<file path="src/rtl/codec_pwr_pkg.sv">
package codec_pwr_pkg;
  localparam int SH_STEPS   = 6;
  localparam int PATH_STEPS = 3;
  localparam int NPATH      = 2;
  localparam int PATH_DAC   = 0;
  localparam int PATH_ADC   = 1;
  localparam int WAIT_W     = 8;
  localparam int MIN_WAIT   = 2;
endpackage

</file>
<file path="src/rtl/codec_pwr_timer.sv">
module codec_pwr_timer #(
  parameter int CNT_W    = 8,
  parameter int MIN_WAIT = 2
) (
  input  logic             clk_i,
  input  logic             rst_ni,
  input  logic [CNT_W-1:0] wait_i,
  input  logic             fire_i,
  output logic             idle_o
);
  logic [CNT_W-1:0] cnt_q;
  logic [CNT_W-1:0] eff;

  assign eff    = (wait_i < CNT_W'(MIN_WAIT)) ? CNT_W'(MIN_WAIT) : wait_i;
  assign idle_o = (cnt_q == '0);

  always_ff @(posedge clk_i or negedge rst_ni) begin
    if (!rst_ni)                cnt_q <= '0;
    else if (fire_i)            cnt_q <= eff - CNT_W'(1);
    else if (cnt_q != '0)       cnt_q <= cnt_q - CNT_W'(1);
  end

  assert_fire_when_idle_R5: assert property (@(posedge clk_i) disable iff (!rst_ni)
    fire_i |-> idle_o);
endmodule

</file>
<file path="src/rtl/codec_pwr_chain.sv">
module codec_pwr_chain #(
  parameter  int DEPTH = 3,
  localparam int LW    = $clog2(DEPTH + 1)
) (
  input  logic             clk_i,
  input  logic             rst_ni,
  input  logic             up_i,
  input  logic             dn_i,
  output logic [LW-1:0]    lvl_o,
  output logic             full_o,
  output logic             empty_o,
  output logic [DEPTH-1:0] taps_o
);
  logic [LW-1:0] lvl_q;

  always_ff @(posedge clk_i or negedge rst_ni) begin
    if (!rst_ni)                   lvl_q <= '0;
    else if (up_i && !full_o)      lvl_q <= lvl_q + LW'(1);
    else if (dn_i && !empty_o)     lvl_q <= lvl_q - LW'(1);
  end

  assign lvl_o   = lvl_q;
  assign full_o  = (lvl_q == LW'(DEPTH));
  assign empty_o = (lvl_q == '0);

  // thermometer decode: step i is on once the level passes it
  for (genvar i = 0; i < DEPTH; i++) begin : g_tap
    assign taps_o[i] = (32'(lvl_q) > i);
  end

  assert_single_move_R2: assert property (@(posedge clk_i) disable iff (!rst_ni)
    !(up_i && dn_i));
  assert_one_step_R8: assert property (@(posedge clk_i) disable iff (!rst_ni)
    (lvl_q != $past(lvl_q)) |-> ((lvl_q == $past(lvl_q) + LW'(1)) || (lvl_q == $past(lvl_q) - LW'(1))));
endmodule

</file>
<file path="src/rtl/codec_pwr_seq.sv">
module codec_pwr_seq
  import codec_pwr_pkg::*;
(
  input  logic              clk_i,
  input  logic              rst_ni,
  input  logic              play_req_i,
  input  logic              cap_req_i,
  input  logic [WAIT_W-1:0] step_wait_i,
  output logic              sysclk_src_o,
  output logic              ifclk_en_o,
  output logic              pll_src_o,
  output logic              if_rst_no,
  output logic              if_gate_o,
  output logic              sysclk_en_o,
  output logic              dac_rst_no,
  output logic              dac_gate_o,
  output logic              dac_en_o,
  output logic              adc_rst_no,
  output logic              adc_gate_o,
  output logic              adc_en_o,
  output logic              dac_ready_o,
  output logic              adc_ready_o
);
  localparam int SH_LW = $clog2(SH_STEPS + 1);
  localparam int P_LW  = $clog2(PATH_STEPS + 1);

  logic                  idle, fire, want_sh, found;
  logic                  up_sh, dn_sh, sh_full, sh_empty;
  logic [SH_LW-1:0]      sh_lvl;
  logic [SH_STEPS-1:0]   sh_taps;
  logic [NPATH-1:0]      req, up_p, dn_p, p_full, p_empty, ready_q;
  logic [P_LW-1:0]       p_lvl  [NPATH];
  logic [PATH_STEPS-1:0] p_taps [NPATH];
  logic [SH_LW+NPATH*P_LW-1:0] state_vec;

  assign req[PATH_DAC] = play_req_i;
  assign req[PATH_ADC] = cap_req_i;
  assign want_sh       = |req;

  // one move per slot: power-up first, DAC before ADC, shared branch last on the way down
  always_comb begin
    up_sh = 1'b0;
    dn_sh = 1'b0;
    up_p  = '0;
    dn_p  = '0;
    found = 1'b0;
    if (idle) begin
      if (want_sh && !sh_full) begin
        up_sh = 1'b1;
        found = 1'b1;
      end
      for (int p = 0; p < NPATH; p++) begin
        if (!found && req[p] && sh_full && !p_full[p]) begin
          up_p[p] = 1'b1;
          found   = 1'b1;
        end
      end
      for (int p = 0; p < NPATH; p++) begin
        if (!found && !req[p] && !p_empty[p]) begin
          dn_p[p] = 1'b1;
          found   = 1'b1;
        end
      end
      if (!found && !want_sh && (&p_empty) && !sh_empty) dn_sh = 1'b1;
    end
  end

  assign fire = up_sh | dn_sh | (|up_p) | (|dn_p);

  codec_pwr_timer #(.CNT_W(WAIT_W), .MIN_WAIT(MIN_WAIT)) u_timer (
    .clk_i  (clk_i),
    .rst_ni (rst_ni),
    .wait_i (step_wait_i),
    .fire_i (fire),
    .idle_o (idle)
  );

  codec_pwr_chain #(.DEPTH(SH_STEPS)) u_shared (
    .clk_i   (clk_i),
    .rst_ni  (rst_ni),
    .up_i    (up_sh),
    .dn_i    (dn_sh),
    .lvl_o   (sh_lvl),
    .full_o  (sh_full),
    .empty_o (sh_empty),
    .taps_o  (sh_taps)
  );

  for (genvar g = 0; g < NPATH; g++) begin : g_path
    codec_pwr_chain #(.DEPTH(PATH_STEPS)) u_path (
      .clk_i   (clk_i),
      .rst_ni  (rst_ni),
      .up_i    (up_p[g]),
      .dn_i    (dn_p[g]),
      .lvl_o   (p_lvl[g]),
      .full_o  (p_full[g]),
      .empty_o (p_empty[g]),
      .taps_o  (p_taps[g])
    );

    always_ff @(posedge clk_i or negedge rst_ni) begin
      if (!rst_ni) ready_q[g] <= 1'b0;
      else         ready_q[g] <= p_taps[g][PATH_STEPS-1];
    end
  end

  // source select low means interface 1
  assign sysclk_src_o = ~sh_taps[0];
  assign ifclk_en_o   = sh_taps[1];
  assign pll_src_o    = sh_taps[2];
  assign if_rst_no    = sh_taps[3];
  assign if_gate_o    = sh_taps[4];
  assign sysclk_en_o  = sh_taps[5];
  assign dac_rst_no   = p_taps[PATH_DAC][0];
  assign dac_gate_o   = p_taps[PATH_DAC][1];
  assign dac_en_o     = p_taps[PATH_DAC][2];
  assign adc_rst_no   = p_taps[PATH_ADC][0];
  assign adc_gate_o   = p_taps[PATH_ADC][1];
  assign adc_en_o     = p_taps[PATH_ADC][2];
  assign dac_ready_o  = ready_q[PATH_DAC];
  assign adc_ready_o  = ready_q[PATH_ADC];

  assign state_vec = {sh_lvl, p_lvl[PATH_DAC], p_lvl[PATH_ADC]};

  assert_dac_deps_R6: assert property (@(posedge clk_i) disable iff (!rst_ni)
    dac_en_o |-> (if_gate_o && sysclk_en_o && dac_gate_o));
  assert_adc_deps_R6: assert property (@(posedge clk_i) disable iff (!rst_ni)
    adc_en_o |-> (if_gate_o && sysclk_en_o && adc_gate_o));
  assert_dac_ready_R7: assert property (@(posedge clk_i) disable iff (!rst_ni)
    dac_en_o |=> dac_ready_o);
  assert_adc_ready_R7: assert property (@(posedge clk_i) disable iff (!rst_ni)
    !adc_en_o |=> !adc_ready_o);
  assert_step_spacing_R5: assert property (@(posedge clk_i) disable iff (!rst_ni)
    (state_vec != $past(state_vec)) |=> $stable(state_vec));
  assert_shared_hold_R9: assert property (@(posedge clk_i) disable iff (!rst_ni)
    (!p_empty[PATH_DAC] || !p_empty[PATH_ADC]) |-> sysclk_en_o);
  assert_reverse_order_R8: assert property (@(posedge clk_i) disable iff (!rst_ni)
    $fell(if_gate_o) |-> (&p_empty));
endmodule

</file>
<file path="config.mk">
export PLATFORM = sky130hd
export DESIGN_NAME = codec_pwr_seq
export DESIGN_NICKNAME = d
export VERILOG_FILES = /design/src/rtl/codec_pwr_pkg.sv /design/src/rtl/codec_pwr_timer.sv /design/src/rtl/codec_pwr_chain.sv /design/src/rtl/codec_pwr_seq.sv
export SDC_FILE = /design/constraint.sdc
export NUM_CORES = 1
export LEC_CHECK = 0
export BUFFER_PORTS_ARGS = -buffer_cell sky130_fd_sc_hd__buf_2
export CORE_AREA = 2 2 51 65
export DETAILED_ROUTE_END_ITERATION = 10
export DIE_AREA = 0 0 53 67
export GPL_TIMING_DRIVEN = 0
export PLACE_DENSITY = 0.73
export SYNTH_ARGS = -nofsm -noshare
export SYNTH_HDL_FRONTEND = slang
export SYNTH_HIERARCHICAL = 1
export SYNTH_SLANG_ARGS = --single-unit
</file>
<file path="constraint.sdc">
create_clock -name clk_i -period 2.8 [get_ports clk_i]
set_input_delay 0.56 -clock clk_i [delete_from_list [all_inputs] [get_ports clk_i]]
set_output_delay 0.56 -clock clk_i [all_outputs]
set_load 0.01 [all_outputs]
</file>
# Word level (Yosys, flattened, before mapping)
# Cells that the tools add are included.
word_totals:
  n_memories: 0
  mem_bits_ro: 0
  latchBits: 0
  mem_bits_rw: 0
  regBits: 17
op_classes:
  n_div: 0
  bitwise: 4
  muxes: 28
  order_cmp: 13
  mul: 0
  n_shift: 0
  n_addsub: 8
  n_eq_ne: 3
  reduce_logical: 47
op_table:
  columns: ["op", "count"]
  rows:
  - ["8-bit 2-to-1 mux", 3]
  - ["1-bit logical AND", 20]
  - ["1-bit 2-to-1 mux", 17]
  - ["8-bit by 1-bit subtractor with 8-bit output (second input constant)", 2]
  - ["1-bit logical NOT", 14]
  - ["2-bit 2-to-1 mux", 6]
  - ["2-bit by 1-bit > comparator with 1-bit output (second input constant)", 4]
  - ["8-bit logical NOT", 1]
  - ["8-bit by 2-bit less-than comparator with 1-bit output (second input constant)", 1]
  - ["2-bit nonzero test", 4]
  - ["8-bit nonzero test", 1]
  - ["3-bit by 1-bit > comparator with 1-bit output (second input constant)", 2]
  - ["3-bit by 2-bit > comparator with 1-bit output (second input constant)", 2]
  - ["3-bit > comparator (second input constant)", 2]
  - ["3-bit 2-to-1 mux", 2]
  - ["2-bit OR reduction", 3]
  - ["2-bit by 1-bit adder with 2-bit output (second input constant)", 2]
  - ["2-bit equality test (second input constant)", 2]
  - ["2-bit > comparator (second input constant)", 2]
  - ["2-bit logical NOT", 2]
  - ["2-bit by 1-bit subtractor with 2-bit output (second input constant)", 2]
  - ["3-bit by 1-bit adder with 3-bit output (second input constant)", 1]
  - ["3-bit equality test (second input constant)", 1]
  - ["3-bit logical NOT", 1]
  - ["other kinds (4)", 6]

# Depth between registers and ports, before layout
# Gate-level depths: netlist of the first run.
depth:
  ltp_word: 37
  depth_mapped: 15
  ltp_nobuf: 14

# Hierarchy
# The synthesis of the first run kept the hierarchy.
by_module_without_submodules:
  columns: ["module", "area_each_um2", "instances", "cells_each"]
  rows:
  - ["codec_pwr_timer", 596.8, 1, 61]
  - ["codec_pwr_chain (g_path[0].u_path ...)", 171.4, 2, 16]
  - ["codec_pwr_chain (u_shared)", 281.5, 1, 30]
  - ["codec_pwr_seq", 182.7, 1, 23]

# Worst setup path after synthesis of the first run
# OpenSTA, ideal clock, no wires.
synth_path:
  kind: "reg-to-reg"
  from: "reg u_timer.cnt_q[7]"
  to: "reg u_timer.cnt_q[4]"
  period_less_slack_ps: 2789
  path_stages_with_launch: 12
  path_buffers: 1
  t_arrival_ps: 2668
  required_ps: 2679
  slack_ps: 11
  path_cell_list: "dfrtp_1 > or4_4 > nor3_2 > o21a_1 > buf_6 > nor4b_2 > a31oi_2 > inv_1 > ha_1 > nand3_1 > xnor2_1 > a22o_1"
synth_between:
  elab_chain_len: 6
  elab_cells_between_ends: 13
  cone_classes: "mux: 5; bitwise: 3; reduce/logical: 5"
synth_lines:
  columns: ["item", "line", "source"]
  rows:
  - ["start: declaration", "codec_pwr_timer.sv:11", "logic [CNT_W-1:0] cnt_q;"]
  - ["start signal: assignment", "codec_pwr_timer.sv:19", "else if (fire_i) cnt_q <= eff - CNT_W'(1);"]
  - ["start signal: assignment", "codec_pwr_timer.sv:20", "else if (cnt_q != '0) cnt_q <= cnt_q - CNT_W'(1);"]
  - ["8-bit logical NOT *", "codec_pwr_timer.sv:15", "assign idle_o = (cnt_q == '0);"]
  - ["named net idle", "codec_pwr_seq.sv:27", "logic idle, fire, want_sh, found;"]
  - ["1-bit 2-to-1 mux or 2-bit 2-to-1 mux (tied branches)", "codec_pwr_seq.sv:47", "if (idle) begin"]
  - ["1-bit bitwise OR or 2-bit OR reduction (tied branches)", "codec_pwr_seq.sv:68", "assign fire = up_sh | dn_sh | (|up_p) | (|dn_p);"]
  - ["1-bit bitwise OR", "codec_pwr_seq.sv:68", null]
  - ["1-bit bitwise OR *", "codec_pwr_seq.sv:68", null]
  - ["named net fire", "codec_pwr_seq.sv:27", null]
  - ["8-bit 2-to-1 mux or 2-bit nonzero test (tied branches)", null, null]
# The timed path passes the listed nets; every way through them passes the cells marked *.
# A chain may end at the register's enable or synchronous reset.

# Final worst setup path of the first run
layout_path:
  from: "reg u_timer.cnt_q[5]"
  to: "reg u_timer.cnt_q[4]"
# The elaborated chain is that of the path after synthesis.

==> flow_metrics.env, run 1 <==
export IMPL_outcome="complete, no violations"
export IMPL_grt_use_total_pct=20.5
export IMPL_finalClockSkew_ps=1.68
export IMPL_pwr_share_comb_pct=57.1
export IMPL_vdd_drop_max_mv=0.435
export IMPL_fin_crit_sh_pct=97.8
export IMPL_fin_nets=213
export IMPL_wl_per_cell_um=15.5
export IMPL_port_buffers=25
export IMPL_rsz0062_at_grt="true"
export IMPL_die_h_um=67
export IMPL_route_detailed_drc=0
export IMPL_seq_area_frac_synth_pct=30.3
export IMPL_cts_hold_buf=0
export IMPL_pwr_share_clk_pct=9.8
export IMPL_switchingPower_mw=0.589
export IMPL_diodes=0
export IMPL_hpwl_um=2410
export IMPL_synth_nets=170
export IMPL_ios=26
export IMPL_rr_startpoint="u_timer/cnt_q[5]$_DFFE_PN0P_"
export IMPL_grt_pass1_wl_um=5330
export IMPL_cp_max_fo=5
export IMPL_grt_max_degree=18
export IMPL_synth_xor_area_share_pct=4.37
export IMPL_worst_setup_path_start_kind="flop"
export IMPL_die_area_um2=3550
export IMPL_critPathCaptureType="flop"
export IMPL_clk_pin_slew_worst_paths_ps=100
export IMPL_antenna_found_initial=0
export IMPL_cts_tree="done"
export IMPL_crit_start="u_timer/cnt_q[5]$_DFFE_PN0P_"
export IMPL_finalWirelength_um=3460
export IMPL_setup_viol=0
export IMPL_worstReg2RegEnd="u_timer/cnt_q[4]$_DFFE_PN0P_"
export IMPL_synth_seq_cells=17
export IMPL_synthFlopType="dfrtp_1"
export IMPL_hold_path_class="in -> async"
export IMPL_synth_compound_area_share_pct=15.1
export IMPL_worstSetupPathType="reg -> reg"
export IMPL_clockRootBuffer="clkbuf_4"
export IMPL_tightest_slew_ps=500
export IMPL_yosys_warnings=6
export IMPL_yosys_area_share_simple_pct=26.7
export IMPL_drv_slew=0
export IMPL_rrSetupSlack_ps=60
export IMPL_synth_cells=146
export IMPL_crit_arrival_ps=2930
export IMPL_dr_pass1_iters=4
export IMPL_rows=22
export IMPL_area_growth_pct=30.2
export IMPL_clock_sinks=17
export IMPL_dr_total_vias=1249
export IMPL_synthesis_area_um2=1400
export IMPL_hold_viol_final=0
export IMPL_htree_levels=1
export IMPL_setup_ws_ps=60.7
export IMPL_final_layout_size_suffix_gt1_share_pct=44.7
export IMPL_synthDistinctLibCells=50
export IMPL_ys_async_sr_fraction_pct=100
export IMPL_viasPerCell=5.58
export IMPL_dpl_worst_slack_ps=-400
export IMPL_synth_fa_ha_area_share_pct=10.7
export IMPL_total_power_mw=1.35
export IMPL_synth_edf_count=0
export IMPL_synth_top_family_by_area="simple AND/OR/NAND/NOR gates"
export IMPL_seq_area_um2=428
export IMPL_fp_dieW_um=53
export IMPL_start_util_pct=48.6
export IMPL_clkLatencyLatePin_ps=290
export IMPL_fmax_mhz=365
export IMPL_cp_endpoint="u_timer/cnt_q[4]$_DFFE_PN0P_"
export IMPL_cp_required_ps=2990
export IMPL_gp_congestion=0.784
export IMPL_ant_nets=0
export IMPL_clockBufferDepth=2
export IMPL_reg2reg_depth=11
export IMPL_grt_pass1_vias=1277
export IMPL_postSynthAreaPerCell_um2=9.62
export IMPL_core_area_um2=2890
export IMPL_fillers=249
export IMPL_p_int_mw=0.762
export IMPL_synthMuxAreaShare_pct=7.13
export IMPL_p_per_area_nw_per_um2=739
export IMPL_sw_frac_of_total_pct=43.6
export IMPL_period_needed_ps=2740
export IMPL_relSlewSlack_pct=66.4
export IMPL_cts_buffers=3
export IMPL_cap_violations=0
export IMPL_drt_iter0_markers=15
export IMPL_gr_total_overflow=0
export IMPL_multi_input_area_um2=1020
export IMPL_p_leak_nw=0.804
export IMPL_p_seq_share_pct=33.2
per-layer routing:
| layer | up-vias | part of all wire [%] | track usage [%] |
|---|---|---|---|
| li1 | 600 | - | - |
| met1 | 614 | 38 | 19.2 |
| met2 | 28 | 58 | 41.7 |
| met3 | 7 | 2.9 | 2.24 |
| met4 | 0 | 1.5 | 9.29 |
| met5 | - | 0 | 0 |
Yosys cell counts, types with 2 or more instances:
library cell / n / area (um2)
a21oi_2: 2 / 17.5
a21boi_1: 2 / 15.0
xnor2_1: 6 / 52.6
buf_4: 2 / 15.0
a211o_1: 2 / 17.5
dfrtp_1: 17 / 425
nor2_1: 15 / 56.3
nor3_1: 5 / 25.0
nor3b_2: 2 / 25.0
inv_2: 3 / 11.3
nor2b_1: 2 / 12.5
a21oi_1: 5 / 25.0
or3_1: 2 / 12.5
nor4b_2: 2 / 30.0
mux2i_1: 7 / 70.1
a21boi_0: 2 / 15.0
nor2b_4: 2 / 27.5
nor4b_1: 2 / 17.5
nand2_1: 6 / 22.5
ha_1: 12 / 150
o21ai_0: 2 / 10.0
mux2_4: 2 / 30.0
o21a_1: 2 / 15.0
inv_1: 10 / 37.5
nand2b_1: 6 / 37.5
nor4_1: 2 / 12.5
through the flow:
step	cell area, um2	instances	setup TNS [ps]	utilization [%]	hold WS, ps
final	1830	224	0	63.2	164
after global routing	1830	224	-43.5	63.2	191
after CTS	1710	221	0	59.2	180
after detailed placement	1570	207	-837	54.5	509
after global placement	1570	207	-507	54.5	502
after floorplan	1400	146	0	-	264
cells by family after synthesis:
kind of cell | count (synthesis)
mux | 9
buf+inv | 17
flops | 17
xor+xnor | 7
simple gates | 57
compound gates | 27
fa+ha+maj | 12
flip-flops by register name, indices dropped and copies added, names as in the netlist:
| name | cells |
|---|---|
| dac_ready_o | 1 |
| u_shared/lvl_o | 3 |
| g_path.u_path/lvl_o | 4 |
| u_timer/cnt_q | 8 |
| adc_ready_o | 1 |
layout by cell type, fill, tap and decap left out, types with 2 or more instances in the layout:
cell	Yosys	final
nor4_2	0	2
xnor2_1	6	6
ha_2	0	2
nor2b_1	2	2
mux2_4	2	2
nor3_1	5	5
a21boi_2	1	2
a211o_1	2	2
a21boi_1	2	2
a21oi_2	2	2
dfrtp_2	0	2
or3_1	2	2
inv_2	3	4
o21a_1	2	2
inv_1	10	8
mux2i_1	7	5
dfrtp_1	17	15
buf_2	1	27
nor2_1	15	15
nor2b_4	2	2
buf_4	2	14
ha_4	0	3
a21oi_1	5	5
ha_1	12	7
o21ai_0	2	2
nand2b_1	6	6
nand2_1	6	6
clkbuf_4	0	3
mux2i_4	0	2
nor4b_1	2	2
power groups by stage:
stage                     clock network [mW]  registers [mW]  logic [mW]
after floorplan                            0           0.407       0.425
after global placement                     0           0.422       0.546
after detailed placement                   0           0.428       0.571
after CTS                              0.139           0.420       0.647
after global routing                   0.147           0.457       0.842
final                                  0.132           0.448       0.771
worst max-delay path, cell delays in order, from the launching register on:
cell and delay [ps]:
dfrtp_2 460, or4_4 540, nor3_4 180, o21a_1 190, buf_6 140, nor4b_4 250, a31oi_2 160, inv_1 120
ha_4 160, nand3_4 70, xnor2_1 150, a22o_1 210
repair_timing:
action / CTS / global route
pin swaps: 3 / 5
endpoints found under the setup margin: 6 / 8
gates cloned: 1 / 0
setup buffers: 9 / 3
resized for setup: 9 / 19
cell type report:
cell class | instances | area share, %
Buffer | 4 | 1.71
Inverter | 13 | 2.81
Clock buffer | 3 | 1.23
Tap cell | 36 | 2.46
Sequential cell | 17 | 23.4
Clock inverter | 1 | 0.274
Timing Repair Buffer | 38 | 12.0
Multi-Input combinational cell | 112 | 56.1
worst min path at each step:
stage               slack [ps]                               endpoint
finish                     160  g_path[1].u_path/lvl_o[1]$_DFFE_PN0P_
CTS                        180  g_path[1].u_path/lvl_o[1]$_DFFE_PN0P_
detailed placement         510  g_path[1].u_path/lvl_o[1]$_DFFE_PN0P_
floorplan                  260                  adc_ready_o$_DFF_PN0_
global placement           500  g_path[1].u_path/lvl_o[1]$_DFFE_PN0P_
global route               190  g_path[1].u_path/lvl_o[1]$_DFFE_PN0P_
Note: power is estimated with default switching activity, not from simulation.
==> run 2: changes to the inputs <==
Settings changed: CORE_AREA 2 2 51 65 to 2 2 50 64, CTS_BUF_LIST from default to sky130_fd_sc_hd__clkbuf_4 sky130_fd_sc_hd__clkbuf_8, DIE_AREA 0 0 53 67 to 0 0 52 66, MAX_ROUTING_LAYER from default to met4, PLACE_DENSITY 0.73 to 0.75.
==> flow_metrics.env, run 2 (synthesized netlist as in run 1, its figures left out) <==
export IMPL_outcome="complete, no violations"
export IMPL_rsz0062_at_grt="true"
export IMPL_post_route_util_pct=66.1
export IMPL_crit_chain="or4_4 -> nor3_4 -> o21a_1 -> buf_6 -> mux2i_4 -> a21boi_4 -> ha_4 -> nand3_4 -> xnor2_2 -> a22o_1"
export IMPL_port_buffers=25
export IMPL_gr_total_overflow=0
export IMPL_finalWirelength_um=3590
export IMPL_switchingPower_mw=0.608
export IMPL_ant_nets=0
export IMPL_worst_setup_path_start_kind="flop"
export IMPL_grt_use_met1_pct=22.4
export IMPL_hold_path_class="in -> async"
export IMPL_clockRootBuffer="clkbuf_4"
export IMPL_die_h_um=66
export IMPL_hold_viol_final=0
export IMPL_tightest_slew_ps=537
export IMPL_area_growth_pct=33.4
export IMPL_dpl_worst_slack_ps=-397
export IMPL_clock_sinks=17
export IMPL_p_int_mw=0.823
export IMPL_p_leak_nw=0.840
export IMPL_fin_crit_sh_pct=97.5
export IMPL_p_per_area_nw_per_um2=764
export IMPL_cp_max_fo=5
export IMPL_tns_ps=0
export IMPL_critPathCaptureType="flop"
export IMPL_met3_usage_pct=2.04
export IMPL_total_power_mw=1.43
export IMPL_fp_dieW_um=52
export IMPL_largest_register_ffs=8
export IMPL_ios=26
export IMPL_busiest_layer="met2"
export IMPL_rr_startpoint="u_timer/cnt_q[5]$_DFFE_PN0P_"
export IMPL_period_needed_ps=2730
export IMPL_die_area_um2=3430
export IMPL_multi_input_area_um2=1040
export IMPL_cts_buffers=3
export IMPL_final_common_cell="buf_2"
export IMPL_dr_pass1_iters=4
export IMPL_htree_levels=1
export IMPL_clockBufferDepth=2
export IMPL_drt_iter0_markers=34
export IMPL_grt_use_total_pct=20.2
export IMPL_route_detailed_drc=0
export IMPL_fillers=230
export IMPL_diodes=0
export IMPL_worstSetupPathType="reg -> reg"
export IMPL_seq_area_um2=428
export IMPL_clk_pin_slew_worst_paths_ps=90
export IMPL_antenna_found_initial=0
export IMPL_p_seq_share_pct=31.5
export IMPL_dr_total_vias=1255
export IMPL_clkLatencyLatePin_ps=280
export IMPL_hpwl_um=2370
export IMPL_start_util_pct=49.5
export IMPL_reg2reg_depth=10
export IMPL_final_cell_mix="buf_2 (27), buf_4 (18), nor2_1 (15), dfrtp_1 (15)"
export IMPL_fmax_mhz=366
export IMPL_dp_cells=207
export IMPL_final_cells=228
export IMPL_wl_per_cell_um=15.7
export IMPL_relSlewSlack_pct=63.5
export IMPL_cpMaxStageDelayCell="or4_4"
export IMPL_grt_pass1_vias=1178
export IMPL_drv_slew=0
export IMPL_setup_viol=0
export IMPL_crit_family="simple AND/OR/NAND/NOR gates"
export IMPL_use_met2_pct=37.8
export IMPL_largest_register="u_timer/cnt_q"
export IMPL_cts_tree="done"
export IMPL_vdd_drop_max_mv=0.489
export IMPL_worstReg2RegEnd="u_timer/cnt_q[4]$_DFFE_PN0P_"
export IMPL_critical_path_buf_inv_count=1
export IMPL_sw_frac_of_total_pct=42.5
export IMPL_max_stage_delay_ps=540
export IMPL_grt_max_degree=18
export IMPL_core_area_um2=2840
export IMPL_dpl_cell_area_um2=1570
export IMPL_cp_required_ps=2980
export IMPL_gp_congestion=0.800
export IMPL_rrSetupSlack_ps=70
export IMPL_grt_pass1_wl_um=5160
export IMPL_holdWs_ps=174
export IMPL_setup_ws_ps=70.0
export IMPL_crit_arrival_ps=2910
export IMPL_fin_nets=217
export IMPL_final_layout_size_suffix_gt1_share_pct=46.9
export IMPL_finalClockSkew_ps=3.08
export IMPL_pwr_share_clk_pct=9.5
export IMPL_viasPerCell=5.50
export IMPL_cap_violations=0
export IMPL_pwr_share_comb_pct=59.1
export IMPL_final_area_um2=1870
export IMPL_rows=22
==> run 2: cell types whose count changed in the layout (fill, tap and decap cells not counted), sizes merged <==
cell and delta:
clkbuf +1, buf +4, clkinv -1
==> run 2: worst max-delay path by stage <==
| stage | start | endpoint | slack [ps] | cells after the start |
|---|---|---|---|---|
| floorplan | u_timer/cnt_q[7]$_DFFE_PN0P_ | u_timer/cnt_q[4]$_DFFE_PN0P_ | 10 | 11 |
| global placement | u_timer/cnt_q[5]$_DFFE_PN0P_ | u_timer/cnt_q[4]$_DFFE_PN0P_ | -310 | 11 |
| detailed placement | u_timer/cnt_q[5]$_DFFE_PN0P_ | u_timer/cnt_q[4]$_DFFE_PN0P_ | -400 | 11 |
| CTS | u_shared/lvl_o[0]$_DFFE_PN0P_ | u_timer/cnt_q[4]$_DFFE_PN0P_ | 3 | 14 |
| global route | u_shared/lvl_o[1]$_DFFE_PN0P_ | u_timer/cnt_q[4]$_DFFE_PN0P_ | -50 | 15 |
| finish | u_timer/cnt_q[5]$_DFFE_PN0P_ | u_timer/cnt_q[4]$_DFFE_PN0P_ | 70 | 10 |
==> run 2: routing by layer <==
metal | vias up | wire, um
met1 | 620 | 1330
li1 | 603 | -
met5 | - | 0
met4 | 0 | 33
met3 | 5 | 120
met2 | 27 | 2100
==> run 2: final cells by class <==
cell class,count,area share (%)
plain buffers,4,1.67
flip-flops and latches,17,22.8
well taps,36,2.40
repair buffers,42,13.4
clock buffers,4,1.60
multi-input cells,112,55.5
inverters,13,2.61
==> run 2: what timing repair did <==
item / in CTS / in global routing
endpoints found under the setup margin: 6 / 5
gates resized for setup: 10 / 20
gates cloned: 0 / 1
pin swaps: 3 / 8
endpoints found under the hold margin: 0 / 0
setup buffers: 6 / 10
hold buffers: 0 / 0
==> run 2: power by group through the flow <==
stage                     sequential, mW  combinational, mW  clock [mW]
after floorplan                    0.407              0.425           0
after global placement             0.423              0.544           0
after detailed placement           0.429              0.577           0
after CTS                          0.423              0.643       0.138
after global routing               0.458              0.923       0.150
final                              0.450              0.846       0.136
==> run 3: changes to the inputs <==
Settings changed: CORE_AREA 2 2 50 64 to 2 2 50 63, CTS_CLUSTER_DIAMETER from default to 40, DIE_AREA 0 0 52 66 to 0 0 52 65, PLACE_DENSITY 0.75 to 0.76, SYNTH_HIERARCHICAL 1 to default.
==> flow_metrics.env, run 3 <==
export IMPL_outcome="complete, but fails checks"
export IMPL_violations="setup timing"
export IMPL_grt_use_met1_pct=22.8
export IMPL_htree_levels=1
export IMPL_p_per_area_nw_per_um2=767
export IMPL_dpl_cell_area_um2=1590
export IMPL_hold_path_class="in -> async"
export IMPL_diodes=0
export IMPL_ant_nets=0
export IMPL_post_route_util_pct=65.2
export IMPL_synth_compound_area_share_pct=24.6
export IMPL_synth_top_family_by_area="compound AO/OA/AOI/OAI gates"
export IMPL_fp_dieW_um=52
export IMPL_clockRootBuffer="clkbuf_4"
export IMPL_dpl_worst_slack_ps=-398
export IMPL_grt_max_degree=18
export IMPL_drt_iter0_markers=47
export IMPL_synthDistinctLibCells=54
export IMPL_final_common_cell="buf_2"
export IMPL_largest_register_ffs=8
export IMPL_use_met2_pct=37.2
export IMPL_final_cell_mix="buf_2 (26), buf_4 (20), dfrtp_1 (17)"
export IMPL_clockBufferDepth=2
export IMPL_synth_nets=180
export IMPL_postSynthAreaPerCell_um2=9.08
export IMPL_synth_cells=153
export IMPL_core_area_um2=2840
export IMPL_yosys_warnings=0
export IMPL_holdWs_ps=177
export IMPL_cts_buffers=3
export IMPL_fin_nets=229
export IMPL_hpwl_um=2450
export IMPL_synthTopCellsByCount="dfrtp_1 (17), nor2_1 (17), ha_1 (15), inv_1 (13), nor3_1 (9)"
export IMPL_grt_use_total_pct=20.9
export IMPL_busiest_layer="met2"
export IMPL_synthesis_area_um2=1390
export IMPL_yosys_area_share_simple_pct=22.7
export IMPL_yosysTopAreaCellShare_pct=30.6
export IMPL_seq_area_frac_synth_pct=30.6
export IMPL_synth_xor_area_share_pct=3.15
export IMPL_hold_viol_final=0
export IMPL_clk_pin_slew_worst_paths_ps=110
export IMPL_worstSetupPathType="reg -> reg"
export IMPL_setup_viol=1
export IMPL_gp_congestion=0.947
export IMPL_start_util_pct=49.0
export IMPL_port_buffers=25
export IMPL_synth_seq_cells=17
export IMPL_relSlewSlack_pct=69.6
export IMPL_met3_usage_pct=3.92
export IMPL_area_growth_pct=33.2
export IMPL_synth_edf_count=0
export IMPL_largest_register="u_timer.cnt_q"
export IMPL_die_h_um=65
export IMPL_cts_tree="done"
export IMPL_setup_ws_ps=-65.3
export IMPL_finalWirelength_um=3750
export IMPL_route_detailed_drc=0
export IMPL_final_area_um2=1850
export IMPL_antenna_found_initial=0
export IMPL_tns_ps=-65.3
export IMPL_wl_per_cell_um=15.8
export IMPL_vdd_drop_max_mv=0.584
export IMPL_die_area_um2=3380
export IMPL_clkLatencyLatePin_ps=300
export IMPL_dr_pass1_iters=5
export IMPL_grt_pass1_vias=1242
export IMPL_cp_max_fo=5
export IMPL_drv_slew=0
export IMPL_period_needed_ps=2870
export IMPL_dr_total_vias=1435
export IMPL_rows=22
export IMPL_synth_top_cell_by_area="dfrtp_1"
export IMPL_viasPerCell=6.05
export IMPL_fmax_mhz=349
export IMPL_grt_pass1_wl_um=5280
export IMPL_worst_setup_path_start_kind="flop"
export IMPL_p_leak_nw=0.805
export IMPL_rsz0062_at_grt="true"
export IMPL_cp_required_ps=3020
export IMPL_fin_crit_sh_pct=102
export IMPL_crit_arrival_ps=3080
export IMPL_netlist_top_cells_area="dfrtp_1 (31%), ha_1 (14%), nor2_1 (4.6%), inv_1 (3.5%), nor3_1 (3.2%)"
export IMPL_synth_fa_ha_area_share_pct=13.5
export IMPL_synthMuxAreaShare_pct=0.721
export IMPL_final_layout_size_suffix_gt1_share_pct=40.3
export IMPL_finalClockSkew_ps=8.24
export IMPL_gr_total_overflow=0
export IMPL_critPathCaptureType="flop"
export IMPL_ys_async_sr_fraction_pct=100
export IMPL_clock_sinks=17
export IMPL_tightest_slew_ps=456
export IMPL_synthFlopType="dfrtp_1"
export IMPL_ios=26
export IMPL_cap_violations=0
==> run 3: cell types whose count changed after synthesis, moves of 3 or more <==
cell / before / now
nor3_1: 5 / 9
ha_1: 12 / 15
inv_2: 3 / 0
mux2i_1: 7 / 1
inv_1: 10 / 13
nand3_1: 1 / 4
nand2b_1: 6 / 2
a31oi_1: 0 / 6
==> run 3: logic make-up (layout without fill, tap and decap cells) <==
logic type | count (synthesis) | count (layout)
buf+inv | 16 | 64
fa+ha+maj | 15 | 15
flops | 17 | 17
simple gates | 57 | 57
xor+xnor | 5 | 5
mux | 1 | 1
compound gates | 42 | 42
==> run 3: worst paths after layout <==
| check | startpoint | endpoint | slack, ps | cells past startpoint |
|---|---|---|---|---|
| max in group asynchronous | rst_ni | g_path[0].u_path.lvl_o[0]$_DFFE_PN0P_ | 2310 | 1 |
| min reg2reg | u_timer.cnt_q[0]$_DFFE_PN0P_ | u_timer.cnt_q[0]$_DFFE_PN0P_ | 560 | 1 |
| min | rst_ni | g_path[1].u_path.lvl_o[0]$_DFFE_PN0P_ | 180 | 1 |
| min in group clk_i | step_wait_i[0] | u_timer.cnt_q[0]$_DFFE_PN0P_ | 530 | 2 |
| max reg2reg | u_shared.lvl_o[1]$_DFFE_PN0P_ | u_timer.cnt_q[6]$_DFFE_PN0P_ | -70 | 14 |
| max | u_shared.lvl_o[1]$_DFFE_PN0P_ | u_timer.cnt_q[6]$_DFFE_PN0P_ | -70 | 14 |
==> run 3: metrics by stage <==
step / instances / power, mW
final: 237 / 1.42
after global routing: 237 / 1.52
after CTS: 220 / 1.26
after detailed placement: 214 / 1.07
after global placement: 214 / 1.04
after floorplan: 153 / 0.905
==> run 3: layout make-up <==
cell class,instances,area (um2)
Buffer,3,16.3
Clock buffer,4,30.0
Inverter,13,48.8
Tap cell,36,45.0
Fill cell,225,986
Multi-Input combinational cell,120,1020
Timing Repair Buffer,44,268
Sequential cell,17,425
==> run 3: power breakdown <==
part	leakage, nW	internal (mW)	switching, mW	total (mW)
Sequential	0.196	0.320	0.0923	0.412
Clock	0.0184	0.0652	0.0887	0.154
Combinational	0.591	0.395	0.456	0.852
==> run 3: critical path: stages (launching register included) <==
cell       delay, ps
dfrtp_1          440
inv_2            120
ha_4             160
ha_4             130
nor4b_2           50
a21oi_2          220
o2111ai_4        150
and2_4           220
a21oi_2          140
ha_2             230
nand2b_4          90
nor4_4           290
nor3b_4          250
a211oi_2          50
a311oi_1         230
==> run 3: repair_timing <==
item / in CTS / in global routing
gates resized for setup: 1 / 16
pin swaps: 2 / 10
setup endpoints to repair: 2 / 2
setup buffers: 2 / 17
hold buffers: 0 / 0
cloned: 0 / 0
==> run 3: layer usage <==
metal,wire (um),vias to the layer above
li1,-,667
met1,1450,681
met2,1980,71
met3,215,16
met4,91,0
met5,0,-
